`config.mk`:
```
export PLATFORM = sky130hd
export DESIGN_NAME = smbb_buffer
export DESIGN_NICKNAME = d
export VERILOG_FILES = /design/src/rtl/smbb_pkg.sv /design/src/rtl/smbb_regs.sv /design/src/rtl/smbb_index.sv /design/src/rtl/smbb_store.sv /design/src/rtl/smbb_seq.sv /design/src/rtl/smbb_buffer.sv
export SDC_FILE = /design/constraint.sdc
export NUM_CORES = 1
export LEC_CHECK = 0
export BUFFER_PORTS_ARGS = -buffer_cell sky130_fd_sc_hd__buf_2
export CAP_MARGIN = 20
export CELL_PAD_IN_SITES_DETAIL_PLACEMENT = 0
export CELL_PAD_IN_SITES_GLOBAL_PLACEMENT = 1
export CORE_MARGIN = 4
export CORE_UTILIZATION = 51
export CTS_BUF_LIST = sky130_fd_sc_hd__clkbuf_4 sky130_fd_sc_hd__clkbuf_8
export DETAILED_ROUTE_END_ITERATION = 7
export PLACE_DENSITY = 0.92
export RECOVER_POWER = 50
export SYNTH_ARGS = -nofsm -noshare
export SYNTH_HDL_FRONTEND = slang
export SYNTH_SLANG_ARGS = --single-unit
```
`constraint.sdc`:
```
create_clock -name clk -period 3.6 [get_ports clk]
set_input_delay 0.18 -clock clk [delete_from_list [all_inputs] [get_ports clk]]
set_output_delay 0.18 -clock clk [all_outputs]
set_load 0.1 [all_outputs]
```
`src/rtl/smbb_pkg.sv`:
```
// Shared constants and types for the SMBus block buffer.
// Assumes register offsets are 4 bits and the data width is at least 8.
package smbb_pkg;
    localparam logic [3:0] OFS_CTRL  = 4'd2;
    localparam logic [3:0] OFS_TADDR = 4'd4;
    localparam logic [3:0] OFS_COUNT = 4'd5;
    localparam logic [3:0] OFS_PORT  = 4'd7;
    localparam logic [3:0] OFS_XSTAT = 4'd12;
    localparam logic [3:0] OFS_XCTRL = 4'd13;

    localparam logic [3:0] BLOCK_CODE = 4'b0101;
    localparam int unsigned GO_BIT    = 6;
    localparam int unsigned BUF_BIT   = 1;
    localparam int unsigned CHK_BIT   = 0;

    typedef enum logic [2:0] {
        SQ_IDLE  = 3'd0,
        SQ_TXCNT = 3'd1,
        SQ_TXDAT = 3'd2,
        SQ_RXCNT = 3'd3,
        SQ_RXDAT = 3'd4
    } seq_state_t;
endpackage

```
`src/rtl/smbb_regs.sv`:
```
// Register file and start decode for the block buffer.
// Assumes: single-cycle strobes; writes other than the status clear are
// blocked while a transfer runs; read data is combinational.
module smbb_regs
    import smbb_pkg::*;
#(
    parameter int unsigned DW    = 8,
    parameter int unsigned DEPTH = 32
) (
    input  logic          clk,
    input  logic          rst_n,
    input  logic [3:0]    reg_addr,
    input  logic          reg_wr,
    input  logic          reg_rd,
    input  logic [DW-1:0] reg_wdata,
    output logic [DW-1:0] reg_rdata,
    input  logic          busy,
    input  logic [DW-1:0] port_rdata,
    input  logic          cnt_we,
    input  logic [DW-1:0] cnt_wdata,
    input  logic          seq_err,
    output logic [DW-1:0] count_q,
    output logic [DW-1:0] taddr_q,
    output logic          chk_en,
    output logic          go,
    output logic          go_rd,
    output logic          port_wr,
    output logic          port_rd,
    output logic          ctrl_rd
);
    localparam logic [DW-1:0] MAXCNT = DW'(DEPTH);

    logic [DW-1:0] ctrl_q;
    logic [1:0]    xctrl_q;
    logic          err_q;
    logic          wr_ok;
    logic          go_req;
    logic          cnt_ok;
    logic          wcnt_err;

    // Decode strobes and the transfer start request.
    always_comb begin
        wr_ok    = reg_wr && !busy;
        go_req   = wr_ok && (reg_addr == OFS_CTRL) && reg_wdata[GO_BIT]
                   && (reg_wdata[5:2] == BLOCK_CODE) && xctrl_q[BUF_BIT];
        cnt_ok   = (count_q != '0) && (count_q <= MAXCNT);
        go_rd    = taddr_q[0];
        go       = go_req && (taddr_q[0] || cnt_ok);
        wcnt_err = go_req && !taddr_q[0] && !cnt_ok;
        port_wr  = wr_ok && (reg_addr == OFS_PORT);
        port_rd  = reg_rd && !busy && (reg_addr == OFS_PORT);
        ctrl_rd  = reg_rd && (reg_addr == OFS_CTRL);
        chk_en   = xctrl_q[CHK_BIT];
    end

    // Control byte storage; the go bit never sticks.
    always_ff @(posedge clk) begin
        if (!rst_n) begin
            ctrl_q <= '0;
        end else if (wr_ok && reg_addr == OFS_CTRL) begin
            ctrl_q         <= reg_wdata;
            ctrl_q[GO_BIT] <= 1'b0;
        end
    end

    // Target address byte.
    always_ff @(posedge clk) begin
        if (!rst_n) begin
            taddr_q <= '0;
        end else if (wr_ok && reg_addr == OFS_TADDR) begin
            taddr_q <= reg_wdata;
        end
    end

    // Byte count: the received count has priority over software.
    always_ff @(posedge clk) begin
        if (!rst_n) begin
            count_q <= '0;
        end else if (cnt_we) begin
            count_q <= cnt_wdata;
        end else if (wr_ok && reg_addr == OFS_COUNT) begin
            count_q <= reg_wdata;
        end
    end

    // Auxiliary control: buffer mode and checksum enable.
    always_ff @(posedge clk) begin
        if (!rst_n) begin
            xctrl_q <= '0;
        end else if (wr_ok && reg_addr == OFS_XCTRL) begin
            xctrl_q <= reg_wdata[1:0];
        end
    end

    // Count error flag: set wins over a write-one clear.
    always_ff @(posedge clk) begin
        if (!rst_n) begin
            err_q <= 1'b0;
        end else if (seq_err || wcnt_err) begin
            err_q <= 1'b1;
        end else if (reg_wr && reg_addr == OFS_XSTAT && reg_wdata[1]) begin
            err_q <= 1'b0;
        end
    end

    // Read data multiplexer.
    always_comb begin
        reg_rdata = '0;
        unique case (reg_addr)
            OFS_CTRL:  reg_rdata = ctrl_q;
            OFS_TADDR: reg_rdata = taddr_q;
            OFS_COUNT: reg_rdata = count_q;
            OFS_PORT:  reg_rdata = port_rdata;
            OFS_XSTAT: reg_rdata = {{(DW-2){1'b0}}, err_q, busy};
            OFS_XCTRL: reg_rdata = {{(DW-2){1'b0}}, xctrl_q};
            default:   reg_rdata = '0;
        endcase
    end
endmodule

```
`src/rtl/smbb_index.sv`:
```
// Software-side buffer index. It saturates at DEPTH, meaning past the last
// entry. Assumes a clear and an advance never need to be applied together;
// the clear wins.
module smbb_index #(
    parameter int unsigned DEPTH = 32,
    parameter int unsigned IW    = $clog2(DEPTH + 1)
) (
    input  logic          clk,
    input  logic          rst_n,
    input  logic          clr,
    input  logic          adv,
    output logic [IW-1:0] idx_q
);
    localparam logic [IW-1:0] LIMIT = IW'(DEPTH);

    // Rewind on clear; step on access until the limit.
    always_ff @(posedge clk) begin
        if (!rst_n) begin
            idx_q <= '0;
        end else if (clr) begin
            idx_q <= '0;
        end else if (adv && idx_q != LIMIT) begin
            idx_q <= idx_q + 1'b1;
        end
    end
endmodule

```
`src/rtl/smbb_store.sv`:
```
// Byte store of DEPTH entries: one write port and two combinational read
// ports (one for software, one for the sequencer). Entries reset to zero.
module smbb_store #(
    parameter int unsigned DW    = 8,
    parameter int unsigned DEPTH = 32,
    parameter int unsigned SW    = $clog2(DEPTH)
) (
    input  logic          clk,
    input  logic          rst_n,
    input  logic          we,
    input  logic [SW-1:0] waddr,
    input  logic [DW-1:0] wdata,
    input  logic [SW-1:0] ra_sw,
    output logic [DW-1:0] rd_sw,
    input  logic [SW-1:0] ra_seq,
    output logic [DW-1:0] rd_seq
);
    logic [DW-1:0] cells [DEPTH];

    for (genvar e = 0; e < DEPTH; e++) begin : g_ent
        logic [DW-1:0] cell_q;
        // Load this entry when addressed.
        always_ff @(posedge clk) begin
            if (!rst_n) begin
                cell_q <= '0;
            end else if (we && waddr == SW'(e)) begin
                cell_q <= wdata;
            end
        end
        assign cells[e] = cell_q;
    end

    assign rd_sw  = cells[ra_sw];
    assign rd_seq = cells[ra_seq];
endmodule

```
`src/rtl/smbb_seq.sv`:
```
// Transfer sequencer. On a write it sends the count byte, then the entries.
// On a read it takes the count byte, then stores the entries.
// Assumes the bus engine follows valid/ready on tx and presents one byte
// per rx_valid cycle.
module smbb_seq
    import smbb_pkg::*;
#(
    parameter int unsigned DW    = 8,
    parameter int unsigned DEPTH = 32,
    parameter int unsigned SW    = $clog2(DEPTH)
) (
    input  logic          clk,
    input  logic          rst_n,
    input  logic          start,
    input  logic          start_rd,
    input  logic [DW-1:0] count_q,
    input  logic [DW-1:0] buf_rdata,
    input  logic          tx_ready,
    input  logic          rx_valid,
    input  logic [DW-1:0] rx_data,
    output logic          busy,
    output logic          xfer_start,
    output logic          xfer_end,
    output logic          tx_valid,
    output logic [DW-1:0] tx_data,
    output logic [SW-1:0] ptr,
    output logic          rx_we,
    output logic          cnt_we,
    output logic          err_set,
    output logic          idx_clr
);
    localparam logic [DW-1:0] MAXCNT = DW'(DEPTH);

    seq_state_t state;
    logic       last;
    logic       rx_ok;

    // Per-cycle decode of the current step.
    always_comb begin
        busy     = (state != SQ_IDLE);
        last     = (DW'(ptr) + 1'b1) == count_q;
        rx_ok    = (rx_data != '0) && (rx_data <= MAXCNT);
        tx_valid = (state == SQ_TXCNT) || (state == SQ_TXDAT);
        tx_data  = (state == SQ_TXCNT) ? count_q : buf_rdata;
        rx_we    = (state == SQ_RXDAT) && rx_valid;
        cnt_we   = (state == SQ_RXCNT) && rx_valid;
        err_set  = cnt_we && !rx_ok;
        idx_clr  = err_set || (rx_we && last);
    end

    // State, entry pointer and the start/end pulses.
    always_ff @(posedge clk) begin
        if (!rst_n) begin
            state      <= SQ_IDLE;
            ptr        <= '0;
            xfer_start <= 1'b0;
            xfer_end   <= 1'b0;
        end else begin
            xfer_start <= 1'b0;
            xfer_end   <= 1'b0;
            unique case (state)
                SQ_IDLE: begin
                    if (start) begin
                        state      <= start_rd ? SQ_RXCNT : SQ_TXCNT;
                        ptr        <= '0;
                        xfer_start <= 1'b1;
                    end
                end
                SQ_TXCNT: begin
                    if (tx_ready) state <= SQ_TXDAT;
                end
                SQ_TXDAT: begin
                    if (tx_ready) begin
                        if (last) begin
                            state    <= SQ_IDLE;
                            xfer_end <= 1'b1;
                        end else begin
                            ptr <= ptr + 1'b1;
                        end
                    end
                end
                SQ_RXCNT: begin
                    if (rx_valid) begin
                        if (rx_ok) begin
                            state <= SQ_RXDAT;
                        end else begin
                            state    <= SQ_IDLE;
                            xfer_end <= 1'b1;
                        end
                    end
                end
                SQ_RXDAT: begin
                    if (rx_valid) begin
                        if (last) begin
                            state    <= SQ_IDLE;
                            xfer_end <= 1'b1;
                        end else begin
                            ptr <= ptr + 1'b1;
                        end
                    end
                end
                default: state <= SQ_IDLE;
            endcase
        end
    end
endmodule

```
`src/rtl/smbb_buffer.sv`:
```
// Top of the SMBus block buffer. It ties together the register file, the
// software index, the byte store and the transfer sequencer, and it routes
// the store's single write port between software and received data.
// Assumes software and sequencer writes never coincide (busy gating).
module smbb_buffer
    import smbb_pkg::*;
#(
    parameter int unsigned DW    = 8,
    parameter int unsigned DEPTH = 32
) (
    input  logic          clk,
    input  logic          rst_n,
    input  logic [3:0]    reg_addr,
    input  logic          reg_wr,
    input  logic          reg_rd,
    input  logic [DW-1:0] reg_wdata,
    output logic [DW-1:0] reg_rdata,
    output logic          chk_en,
    output logic [DW-1:0] xfer_addr,
    output logic          xfer_start,
    output logic          xfer_end,
    output logic [DW-1:0] tx_data,
    output logic          tx_valid,
    input  logic          tx_ready,
    input  logic [DW-1:0] rx_data,
    input  logic          rx_valid
);
    localparam int unsigned IW = $clog2(DEPTH + 1);
    localparam int unsigned SW = $clog2(DEPTH);

    logic [DW-1:0] count_q;
    logic [DW-1:0] port_rdata;
    logic [DW-1:0] seq_rdata;
    logic [IW-1:0] idx_q;
    logic [SW-1:0] slot;
    logic [SW-1:0] seq_ptr;
    logic [SW-1:0] st_waddr;
    logic [DW-1:0] st_wdata;
    logic          busy, go, go_rd, port_wr, port_rd, ctrl_rd;
    logic          cnt_we, seq_err, rx_we, seq_idx_clr;
    logic          idx_full, sw_we, st_we;

    // Route the store write port and derive the software slot.
    always_comb begin
        idx_full = (idx_q == IW'(DEPTH));
        slot     = idx_full ? SW'(DEPTH - 1) : idx_q[SW-1:0];
        sw_we    = port_wr && !idx_full;
        st_we    = sw_we || rx_we;
        st_waddr = rx_we ? seq_ptr : slot;
        st_wdata = rx_we ? rx_data : reg_wdata;
    end

    smbb_regs #(.DW(DW), .DEPTH(DEPTH)) u_regs (
        .clk(clk), .rst_n(rst_n),
        .reg_addr(reg_addr), .reg_wr(reg_wr), .reg_rd(reg_rd),
        .reg_wdata(reg_wdata), .reg_rdata(reg_rdata),
        .busy(busy), .port_rdata(port_rdata),
        .cnt_we(cnt_we), .cnt_wdata(rx_data), .seq_err(seq_err),
        .count_q(count_q), .taddr_q(xfer_addr), .chk_en(chk_en),
        .go(go), .go_rd(go_rd),
        .port_wr(port_wr), .port_rd(port_rd), .ctrl_rd(ctrl_rd)
    );

    smbb_index #(.DEPTH(DEPTH), .IW(IW)) u_index (
        .clk(clk), .rst_n(rst_n),
        .clr(ctrl_rd || seq_idx_clr),
        .adv(port_wr || port_rd),
        .idx_q(idx_q)
    );

    smbb_store #(.DW(DW), .DEPTH(DEPTH), .SW(SW)) u_store (
        .clk(clk), .rst_n(rst_n),
        .we(st_we), .waddr(st_waddr), .wdata(st_wdata),
        .ra_sw(slot), .rd_sw(port_rdata),
        .ra_seq(seq_ptr), .rd_seq(seq_rdata)
    );

    smbb_seq #(.DW(DW), .DEPTH(DEPTH), .SW(SW)) u_seq (
        .clk(clk), .rst_n(rst_n),
        .start(go), .start_rd(go_rd), .count_q(count_q),
        .buf_rdata(seq_rdata), .tx_ready(tx_ready),
        .rx_valid(rx_valid), .rx_data(rx_data),
        .busy(busy), .xfer_start(xfer_start), .xfer_end(xfer_end),
        .tx_valid(tx_valid), .tx_data(tx_data), .ptr(seq_ptr),
        .rx_we(rx_we), .cnt_we(cnt_we), .err_set(seq_err),
        .idx_clr(seq_idx_clr)
    );
endmodule

```
==> results.yml <==
run_status:
  status: "finished clean"
pwr:
  p_leak_nw: 6.55
  ir_worst_vdd_mv: 0.201
  powerDensity_mw_per_mm2: 375
  report.power.total_w: 0.00697
drt:
  drt_pre_antenna_iters: 7
  vias_per_cell: 6.56
  drc: 0
  detail_route.wirelength_um: 54900
  drt_first_iter_violations: 1808
  ant_nets: 0
  dr_total_vias: 14600
  routedWlPerCell_um: 24.6
cells_and_area:
  stdcell_area_mm2: 0.0186
  nNetsFinal: 1785
  final_layout_size_suffix_gt1_share_pct: 20.2
  areaGrowthSynthToFinish_pct: 12.4
clocking:
  clock_tree.buffer_depth: 3
  numClockSinks: 298
  clock-root-buffer: "clkbuf_8"
  clkTransAtPathRegs_ns: 0.06
  h-tree-depth: 2
  worst_skew_pair.late_latency_ns: 0.62
  tritoncts: "built"
  cts_made_buffers: 51
logic_synthesis:
  synth_nets: 1765
  post_synth_arst_share_pct: 0
  syn-mean-instance-area_um2: 9.52
  number_of_register_bits_inferred_by_synthesis: 298
  synth_enable_flop_cells: 0
  ys.warnings.count: 0
  syn_inst: 1736
  yosysSeqAreaShare_pct: 36.1
  number_of_different_library_cells_in_the_post_synthesis_netlist: 83
  post_synth_instance_area_mm2: 0.0165
  yosys_most_used_dff: "dfxtp_1"
timing:
  final-setup-viol-count: 0
  timing_hold_violations_final: 0
  slew_viol_final: 0
  period_share_pct: 99.0
  final.setup_skew_ns: 0.0325
  slew_headroom_pct: 18.9
  fin_crit_ns: 3.56
  tightest_slew_ns: 1.21
  grt_setup_unrepaired: "no"
  fmaxAchievable_mhz: 281
placed_design:
  placed_cell_area_mm2: 0.0172
  placement.io_buffers: 53
  place.detailed.hpwl_um: 36200
  gp_congestion: 0.983
floorplan:
  floorplan.core_area_mm2: 0.0318
  floorplan.rows: 65
  die_area_mm2: 0.0354
  io_pins: 54
  floorplan.die.height_um: 188
  initial_utilization_pct: 52.0
  width_of_the_die_um: 188
worst_setup_path:
  worstReg2RegEnd: "u_seq.ptr[4]"
  reg2reg_from: "u_seq.state[2]"
  timing_worst_setup_path_type: "reg2out"
  cp.required_ns: 3.42
  critical_path_arrival_ns: 3.38
  cp_max_fo: 33
  reg_to_reg_setup_timing_slack_ns: 0.18
  startpoint_type: "flip-flop"
  setup.worst_path.end_class: "primary output"
  timing.reg2reg.worst_path_depth: 7
global_route:
  first_pass_grt_wire_length_um: 84400
  grt_use_total_pct: 30.0
  grt_start_max_net_pins: 102
  first_global_vias: 14000
  grt_overflow_total: 0
  grt_antenna_before_repair: 1
worst_hold_path:
  hold_path_startpoint: "tx_ready"
  hold_class: "in2reg"
  hold_path_end: "u_seq.state[0]"
  whs_path_depth: 4
flow_run:
  timing.max_cap.violations: 0
[cell usage after synthesis (5+ instances only)]
cell type | number | area share (%)
a2111oi_0 | 6 | 0.32
a211oi_1 | 17 | 0.77
a21oi_1 | 47 | 1.4
a221o_1 | 5 | 0.30
a221oi_1 | 7 | 0.37
a222oi_1 | 6 | 0.36
a31o_1 | 9 | 0.48
a31oi_1 | 11 | 0.42
buf_1 | 19 | 0.43
buf_2 | 34 | 1.0
clkbuf_1 | 109 | 2.5
dfxtp_1 | 298 | 36
mux2_2 | 30 | 2.0
mux2i_1 | 238 | 14
mux4_2 | 96 | 13
nand2_1 | 300 | 6.8
nand2b_1 | 22 | 0.83
nand3_1 | 104 | 3.1
nand4_1 | 5 | 0.19
nor2_1 | 66 | 1.5
nor2_2 | 8 | 0.30
nor2_4 | 7 | 0.48
nor2b_1 | 10 | 0.38
nor3_1 | 28 | 0.85
o211ai_1 | 15 | 0.68
o21ai_0 | 13 | 0.39
o21ai_1 | 62 | 1.9
o221a_1 | 12 | 0.82
o221ai_1 | 14 | 0.74
o22ai_1 | 20 | 0.76
o311ai_0 | 5 | 0.26
or2_2 | 6 | 0.23
or3_1 | 9 | 0.34
xnor2_1 | 7 | 0.37
xor2_1 | 7 | 0.37
[registers in the layout, indices dropped and copies added, names as in the netlist]
name	flops
u_index.idx_q	6
u_store.g_ent.cell_q	256
u_regs.err_q	1
u_regs.count_q	8
u_seq.state	3
u_seq.ptr	5
u_seq.xfer_start	1
u_regs.xctrl_q	2
u_seq.xfer_end	1
u_regs.taddr_q	8
u_regs.ctrl_q	7
[worst max-delay path, stage by stage, from the launching register on]
cell and delay [ns]:
dfxtp_4 0.53, buf_12 0.33, mux4_2 0.57, mux4_2 0.55, mux2i_1 0.31, a21oi_1 0.15, buf_2 0.34
[metal layers]
metal	vias to the layer above	global-route usage, %	part of all wire (%)
li1	6443	-	-
met1	7138	42.3	42
met2	894	44.5	43
met3	151	6.65	11
met4	0	12.8	4.4
met5	-	0	0
[cell type report]
| cell class | instances | area [um^2] |
|---|---|---|
| multi-input cells | 1265 | 9880 |
| clock inverters | 6 | 62.6 |
| clock buffers | 86 | 1050 |
| inverters | 8 | 50.0 |
| fillers | 2717 | 13200 |
| well taps | 435 | 544 |
| diodes | 1 | 2.50 |
| flip-flops and latches | 298 | 5980 |
| repair buffers | 132 | 1020 |
[logic make-up after synthesis]
group	share of synthesized area (%)
flops	36.1
mux	29.7
xor+xnor	0.742
compound gates	12.1
simple gates	16.9
fa+ha+maj	0.227
buf+inv	4.30
[metrics by stage]
stage	utilization, %	setup slack, ns	cells	TNS, ns	hold slack [ns]
after floorplan	-	-0.0109	1736	-0.0109	0.324
after global placement	54.0	0.479	2109	0	0.442
after detailed placement	54.0	0.515	2109	0	0.451
after CTS	58.2	0.0387	2221	0	0.0187
after global routing	58.4	0.00340	2230	0	0.0806
final	58.5	0.0367	2231	0	0.0368
[placed cells by master (no fill, tap or decap), drive strengths merged, types with 15 or more instances in the layout]
| cell type | synthesis | final |
|---|---|---|
| nand2b | 22 | 22 |
| mux2i | 238 | 238 |
| dfxtp | 298 | 298 |
| dlygate4sd3 | 0 | 17 |
| nand3 | 104 | 104 |
| mux4 | 96 | 96 |
| clkbuf | 109 | 107 |
| nor2 | 81 | 81 |
| mux2 | 32 | 32 |
| nor3 | 31 | 31 |
| o211ai | 15 | 15 |
| o22ai | 20 | 20 |
| o21ai | 76 | 76 |
| nand2 | 300 | 300 |
| buf | 56 | 94 |
| a21oi | 50 | 50 |
| a211oi | 17 | 17 |
[how the worst max path moves through the flow]
stage / slack, ns / startpoint / end / depth (start not counted)
3_5_place_dp: 0.52 / u_index.idx_q[1] / reg_rdata[5] / 10
5_1_grt: 0.003 / u_index.idx_q[0] / reg_rdata[0] / 11
4_1_cts: 0.04 / u_index.idx_q[1] / reg_rdata[1] / 10
2_1_floorplan: -0.01 / u_index.idx_q[1] / reg_rdata[1] / 11
3_3_place_gp: 0.48 / u_index.idx_q[1] / reg_rdata[5] / 10
6_report: 0.04 / u_seq.ptr[0] / tx_data[6] / 6
[power by group]
group          switching [W]  internal [W]  leakage [nW]
sequential        0.00000875       0.00330          2.40
combinational       0.000239     0.0000877          3.56
clock                0.00143       0.00190         0.586
total                0.00168       0.00529          6.55
[timing repair]
item                                    CTS  global route
resized for setup                         2            20
pin swaps                                 2             7
setup buffers                             3             8
gates cloned                              0             1
hold buffers                             17             0
endpoints found under the hold margin    28             0
endpoints found under the setup margin    8             8
Power figures use the tool's default switching activity.
